==> src/rtl/spi_rxonly_packer.sv <==
module spi_rxonly_packer #(
  parameter int DEPTH = 8,
  parameter int CNT_W = 16
) (
  input  logic             clk,
  input  logic             rst_n,
  input  logic             tx_off,
  input  logic             req_we,
  input  logic [CNT_W-1:0] req_cnt,
  output logic             shift_en,
  input  logic             byte_stb,
  input  logic [7:0]       byte_data,
  input  logic             rx_pop,
  output logic [31:0]      rx_data,
  output logic [2:0]       rx_nbytes,
  output logic [5:0]       rx_level,
  input  logic [5:0]       irq_level,
  output logic             rx_irq,
  output logic             rx_overflow,
  input  logic             ovf_clr,
  output logic [CNT_W-1:0] remaining
);
  localparam int AW = (DEPTH > 1) ? $clog2(DEPTH) : 1;
  localparam int LW = $clog2(DEPTH + 1);

  logic [CNT_W-1:0] rem_q;
  logic [1:0]       bcnt_q;
  logic [23:0]      acc_q;
  logic [31:0]      word_mem [DEPTH];
  logic [2:0]       nb_mem   [DEPTH];
  logic [AW-1:0]    wp_q, rp_q;
  logic [LW-1:0]    cnt_q;
  logic             ovf_q;

  logic req_ok, take, last, full, push, drop, pop_ok;

  assign req_ok = req_we & tx_off;
  assign take   = byte_stb & (rem_q != '0);
  assign last   = take & ((bcnt_q == 2'd3) | ((rem_q == CNT_W'(1)) & ~req_ok));
  assign full   = (cnt_q == LW'(DEPTH));
  assign push   = last & ~full;
  assign drop   = last & full;
  assign pop_ok = rx_pop & (cnt_q != '0);

  assign remaining   = rem_q;
  assign shift_en    = (rem_q != '0);
  assign rx_level    = 6'(cnt_q);
  assign rx_data     = (cnt_q != '0) ? word_mem[rp_q] : 32'd0;
  assign rx_nbytes   = (cnt_q != '0) ? nb_mem[rp_q] : 3'd0;
  assign rx_irq      = (irq_level != 6'd0) & (rx_level >= irq_level);
  assign rx_overflow = ovf_q;

  always_ff @(posedge clk or negedge rst_n) begin
    if (!rst_n) begin
      rem_q <= '0;
    end else begin
      rem_q <= rem_q + (req_ok ? req_cnt : '0) - (take ? CNT_W'(1) : '0);
    end
  end

  always_ff @(posedge clk or negedge rst_n) begin
    if (!rst_n) begin
      acc_q  <= '0;
      bcnt_q <= '0;
    end else if (take) begin
      if (last) begin
        acc_q  <= '0;
        bcnt_q <= '0;
      end else begin
        acc_q  <= {acc_q[15:0], byte_data};
        bcnt_q <= bcnt_q + 2'd1;
      end
    end
  end

  always_ff @(posedge clk) begin
    if (push) begin
      word_mem[wp_q] <= {acc_q, byte_data};
      nb_mem[wp_q]   <= {1'b0, bcnt_q} + 3'd1;
    end
  end

  always_ff @(posedge clk or negedge rst_n) begin
    if (!rst_n) begin
      wp_q  <= '0;
      rp_q  <= '0;
      cnt_q <= '0;
      ovf_q <= 1'b0;
    end else begin
      if (push) wp_q <= (wp_q == AW'(DEPTH - 1)) ? '0 : wp_q + AW'(1);
      if (pop_ok) rp_q <= (rp_q == AW'(DEPTH - 1)) ? '0 : rp_q + AW'(1);
      cnt_q <= cnt_q + (push ? LW'(1) : '0) - (pop_ok ? LW'(1) : '0);
      if (drop) ovf_q <= 1'b1;
      else if (ovf_clr) ovf_q <= 1'b0;
    end
  end

  AST_REM_DEC: assert property (@(posedge clk) disable iff (!rst_n)
    (take && !req_ok) |=> (remaining == $past(remaining) - CNT_W'(1)));
  AST_REM_HOLD: assert property (@(posedge clk) disable iff (!rst_n)
    (!byte_stb && !req_we) |=> $stable(remaining));
  AST_REQ_BLOCKED: assert property (@(posedge clk) disable iff (!rst_n)
    (req_we && !tx_off && !byte_stb) |=> $stable(remaining));
  AST_LEVEL_BOUND: assert property (@(posedge clk) disable iff (!rst_n)
    rx_level <= 6'(DEPTH));
  AST_NBYTES_RANGE: assert property (@(posedge clk) disable iff (!rst_n)
    (rx_level != 6'd0) |-> (rx_nbytes >= 3'd1 && rx_nbytes <= 3'd4));
  AST_OVF_STICKY: assert property (@(posedge clk) disable iff (!rst_n)
    (rx_overflow && !ovf_clr) |=> rx_overflow);
  AST_DROP_LEVEL: assert property (@(posedge clk) disable iff (!rst_n)
    (drop && !rx_pop) |=> $stable(rx_level));
endmodule

==> config.mk <==
export PLATFORM = sky130hd
export DESIGN_NAME = spi_rxonly_packer
export DESIGN_NICKNAME = d
export VERILOG_FILES = /design/src/rtl/spi_rxonly_packer.sv
export SDC_FILE = /design/constraint.sdc
export NUM_CORES = 1
export LEC_CHECK = 0
export BUFFER_PORTS_ARGS = -buffer_cell sky130_fd_sc_hd__buf_2
export CAP_MARGIN = 20
export CORE_ASPECT_RATIO = 0.5
export CORE_MARGIN = 2
export CORE_UTILIZATION = 65
export DETAILED_ROUTE_END_ITERATION = 10
export HOLD_SLACK_MARGIN = 0.05
export PLACE_DENSITY = 0.85
export SYNTH_ARGS = -nofsm -noshare
export SYNTH_HDL_FRONTEND = slang
export SYNTH_SLANG_ARGS = --single-unit
==> constraint.sdc <==
create_clock -name clk -period 11.8 [get_ports clk]
set_input_delay 2.36 -clock clk [delete_from_list [all_inputs] [get_ports clk]]
set_output_delay 2.36 -clock clk [all_outputs]
set_load 0.03 [all_outputs]
==> impl_metrics.env <==
export IMPL_status="finished clean"
export IMPL_cts_tree="done"
export IMPL_ant_nets=0
export IMPL_cts_sinks=333
export IMPL_die_area_um2=23000
export IMPL_finalCritPeriodShare=0.503
export IMPL_rrSetupSlack_ns=7.58
export IMPL_crit_required_ns=9.44
export IMPL_synth_common_cells="280 x edfxtp_1, 74 x nand2_1, 70 x mux4_2"
export IMPL_syn_inst=843
export IMPL_ys_seq_area_frac=0.691
export IMPL_cp_startpoint="irq_level[0]"
export IMPL_crit_type="primary input to output port"
export IMPL_reg2reg_to="remaining[14]"
export IMPL_hp_class="flip-flop to flip-flop"
export IMPL_synth_seq_cells=333
export IMPL_path_max_fanout=2
export IMPL_max_freq_ghz=0.168
export IMPL_finClkSkew_ns=0.0133
export IMPL_finalPower_mw=4.17
export IMPL_crit_path_end_kind="output port"
export IMPL_synth_cell_types=56
export IMPL_grt_pass1_vias=8144
export IMPL_async_reset_ff_frac=0.159
export IMPL_wl_per_cell_um=24.1
export IMPL_synth_ff_type="edfxtp_1"
export IMPL_ir_drop_mv=0.178
export IMPL_cp_arrival_ns=3.58
export IMPL_initial_core_util=0.656
export IMPL_clkTransAtPathRegs_ns=0.07
export IMPL_tns_ns=0
export IMPL_drive_gt1_frac=0.253
export IMPL_hold_buffers=0
export IMPL_top_layer="met4"
export IMPL_rows=38
export IMPL_timing_rr_start="remaining[1]"
export IMPL_crit_path_start_kind="primary input"
export IMPL_clk_latency_ns=0.53
export IMPL_die_w_um=212
export IMPL_port_buffers=94
export IMPL_htreeDepth=1
export IMPL_drt_first_iter_violations=751
export IMPL_crit_chain="buf_2 > ha_1 > nand2b_1 > a21o_1 > a21o_1 > a21oi_1 > nor4_1 > buf_2"
export IMPL_reg2reg_depth=14
export IMPL_place_area_um2=14900
export IMPL_setup_viol=0
export IMPL_fin_util=0.735
export IMPL_dr_pass1_iters=7
export IMPL_drc=0
export IMPL_met2_length_um=15300
export IMPL_rsz0062_at_grt="false"
export IMPL_p_leak_nw=5.92
export IMPL_area_growth_pct=12.1
export IMPL_slowest_delay_ns=0.26
export IMPL_yosysMostFrequentCell="edfxtp_1"
export IMPL_hold_depth=2
export IMPL_yosys_area_top_type="edfxtp_1"
export IMPL_fin_area_um2=15800
export IMPL_n_fill_cell=1250
export IMPL_core_area_um2=21500
export IMPL_drt_met1_wl_um=11900
export IMPL_crit_slowest_cell="ha_1"
export IMPL_synth_area_um2=14100
export IMPL_synth_edf_count=280
export IMPL_grtUsageTotal=0.277
export IMPL_synth_top_area_share=0.596
export IMPL_crit_family="compound AO/OA/AOI/OAI gates"
export IMPL_hold_violations=0
export IMPL_place_congestion=0.884
export IMPL_hpwl_um=17400
export IMPL_min_period_ns=5.94
export IMPL_layout_nets=1029
export IMPL_synth_area_per_cell_um2=16.7
export IMPL_max_slew_worst_pin_slew_ns=1.08
export IMPL_multi_input_area_um2=4000
export IMPL_seq_area_um2=9740
export IMPL_wirelength_um=30600
export IMPL_cts_root_buf="clkbuf_16"
export IMPL_die_h_um=108
export IMPL_cts_repair_resize_count=0
export IMPL_numCtsBuffers=27
export IMPL_yosys_warnings=0
export IMPL_finalMaxSlewViolations=0
export IMPL_met3_wirelength_um=2560
export IMPL_hold_end="bcnt_q[1]"
export IMPL_power_density_nw_per_um2=264
export IMPL_maxCapViolCount=0
export IMPL_pin_count=97
export IMPL_clockBufferDepth=3
export IMPL_num_vias=7946
export IMPL_grt_max_degree=54
export IMPL_postCtsSetupRepairBufs=0
export IMPL_antenna_found_initial=1
export IMPL_hp_start="bcnt_q[1]"
export IMPL_grt_pass1_wl_um=46800
export IMPL_via_per_inst=6.28
export IMPL_grt_overflow=0
export IMPL_yosys_top_cells_area="edfxtp_1 60%, mux4_2 11%, dfrtp_1 9.4%"
export IMPL_slew_limit_headroom=0.282
export IMPL_cp_buffers_inverters=2
cells in the final DEF, fill, tap and decap left out, types with 3 or more instances in the layout:
cell,synthesis,layout
edfxtp_1,280,280
buf_2,10,94
nand2_1,74,74
mux4_2,70,70
inv_1,62,62
dfrtp_1,53,50
ha_1,45,45
nor2_1,41,40
mux2i_1,36,36
clkbuf_16,0,27
o21ai_0,22,22
buf_4,2,16
a21oi_1,13,13
xnor2_1,11,11
a21o_1,10,10
o21ai_1,10,10
clkinv_2,0,7
nor3_1,7,5
clkbuf_1,20,5
clkinvlp_4,0,5
nand2b_1,4,4
o21a_1,4,4
xor2_1,4,4
nand3_1,4,4
or4_1,3,3
nor4_1,4,3
a211o_1,3,3
a31oi_1,3,3
nand4_1,3,3
mux2_1,3,3
worst max path at each step:
stage | end | slack, ns | cells past startpoint
after detailed placement | rx_irq | 5.86 | 8
after floorplan | nb_mem[2][0] | 4.23 | 7
after CTS | rx_irq | 5.86 | 8
after global routing | rx_irq | 5.76 | 8
after global placement | rx_irq | 5.87 | 8
final | rx_irq | 5.86 | 8
per-layer routing:
layer | global-route usage | vias to the layer above
li1 | - | 3406
met1 | 0.379 | 4040
met2 | 0.466 | 442
met3 | 0.0514 | 58
met4 | 0.0849 | 0
met5 | 0 | -
sequential cells by signal, summed over array words and instances, names as in the netlist:
signal / flops
acc_q: 24
bcnt_q: 2
cnt_q: 4
nb_mem: 24
remaining: 16
rp_q: 3
rx_overflow: 1
word_mem: 256
wp_q: 3
report_power, final:
part           switching [mW]  internal (mW)
Sequential              0.203           1.44
Combinational           0.970          0.678
Clock                   0.401          0.479
final cells by class:
class | count | area share
Clock inverter | 15 | 0.00863
Clock buffer | 34 | 0.0457
Multi-Input combinational cell | 410 | 0.253
Sequential cell | 333 | 0.616
Inverter | 63 | 0.0151
Tap cell | 300 | 0.0238
Antenna cell | 1 | 0.000158
Timing Repair Buffer | 110 | 0.0374
worst reg2reg max path: cells and delay by family (launching register included):
kind / cells / cell delay (ns)
simple gates: 6 / 2.12
fa+ha+maj: 3 / 0.92
flops: 1 / 0.40
buf+inv: 3 / 0.36
compound gates: 2 / 0.31
logic make-up after synthesis:
family / after synthesis / synth area share
simple gates: 157 / 0.0515
flops: 333 / 0.691
fa+ha+maj: 47 / 0.0428
other cells: 1 / 0.000266
compound gates: 78 / 0.0347
xor+xnor: 15 / 0.00932
buf+inv: 101 / 0.0296
mux: 111 / 0.141
stage by stage:
step	std cells	setup WS [ns]	hold slack [ns]
floorplan	844	4.23	0.454
global placement	1216	5.87	0.467
detailed placement	1216	5.86	0.511
CTS	1265	5.86	0.574
global route	1265	5.76	0.604
finish	1266	5.86	0.572
No activity file was read; power rests on OpenSTA's default activity.
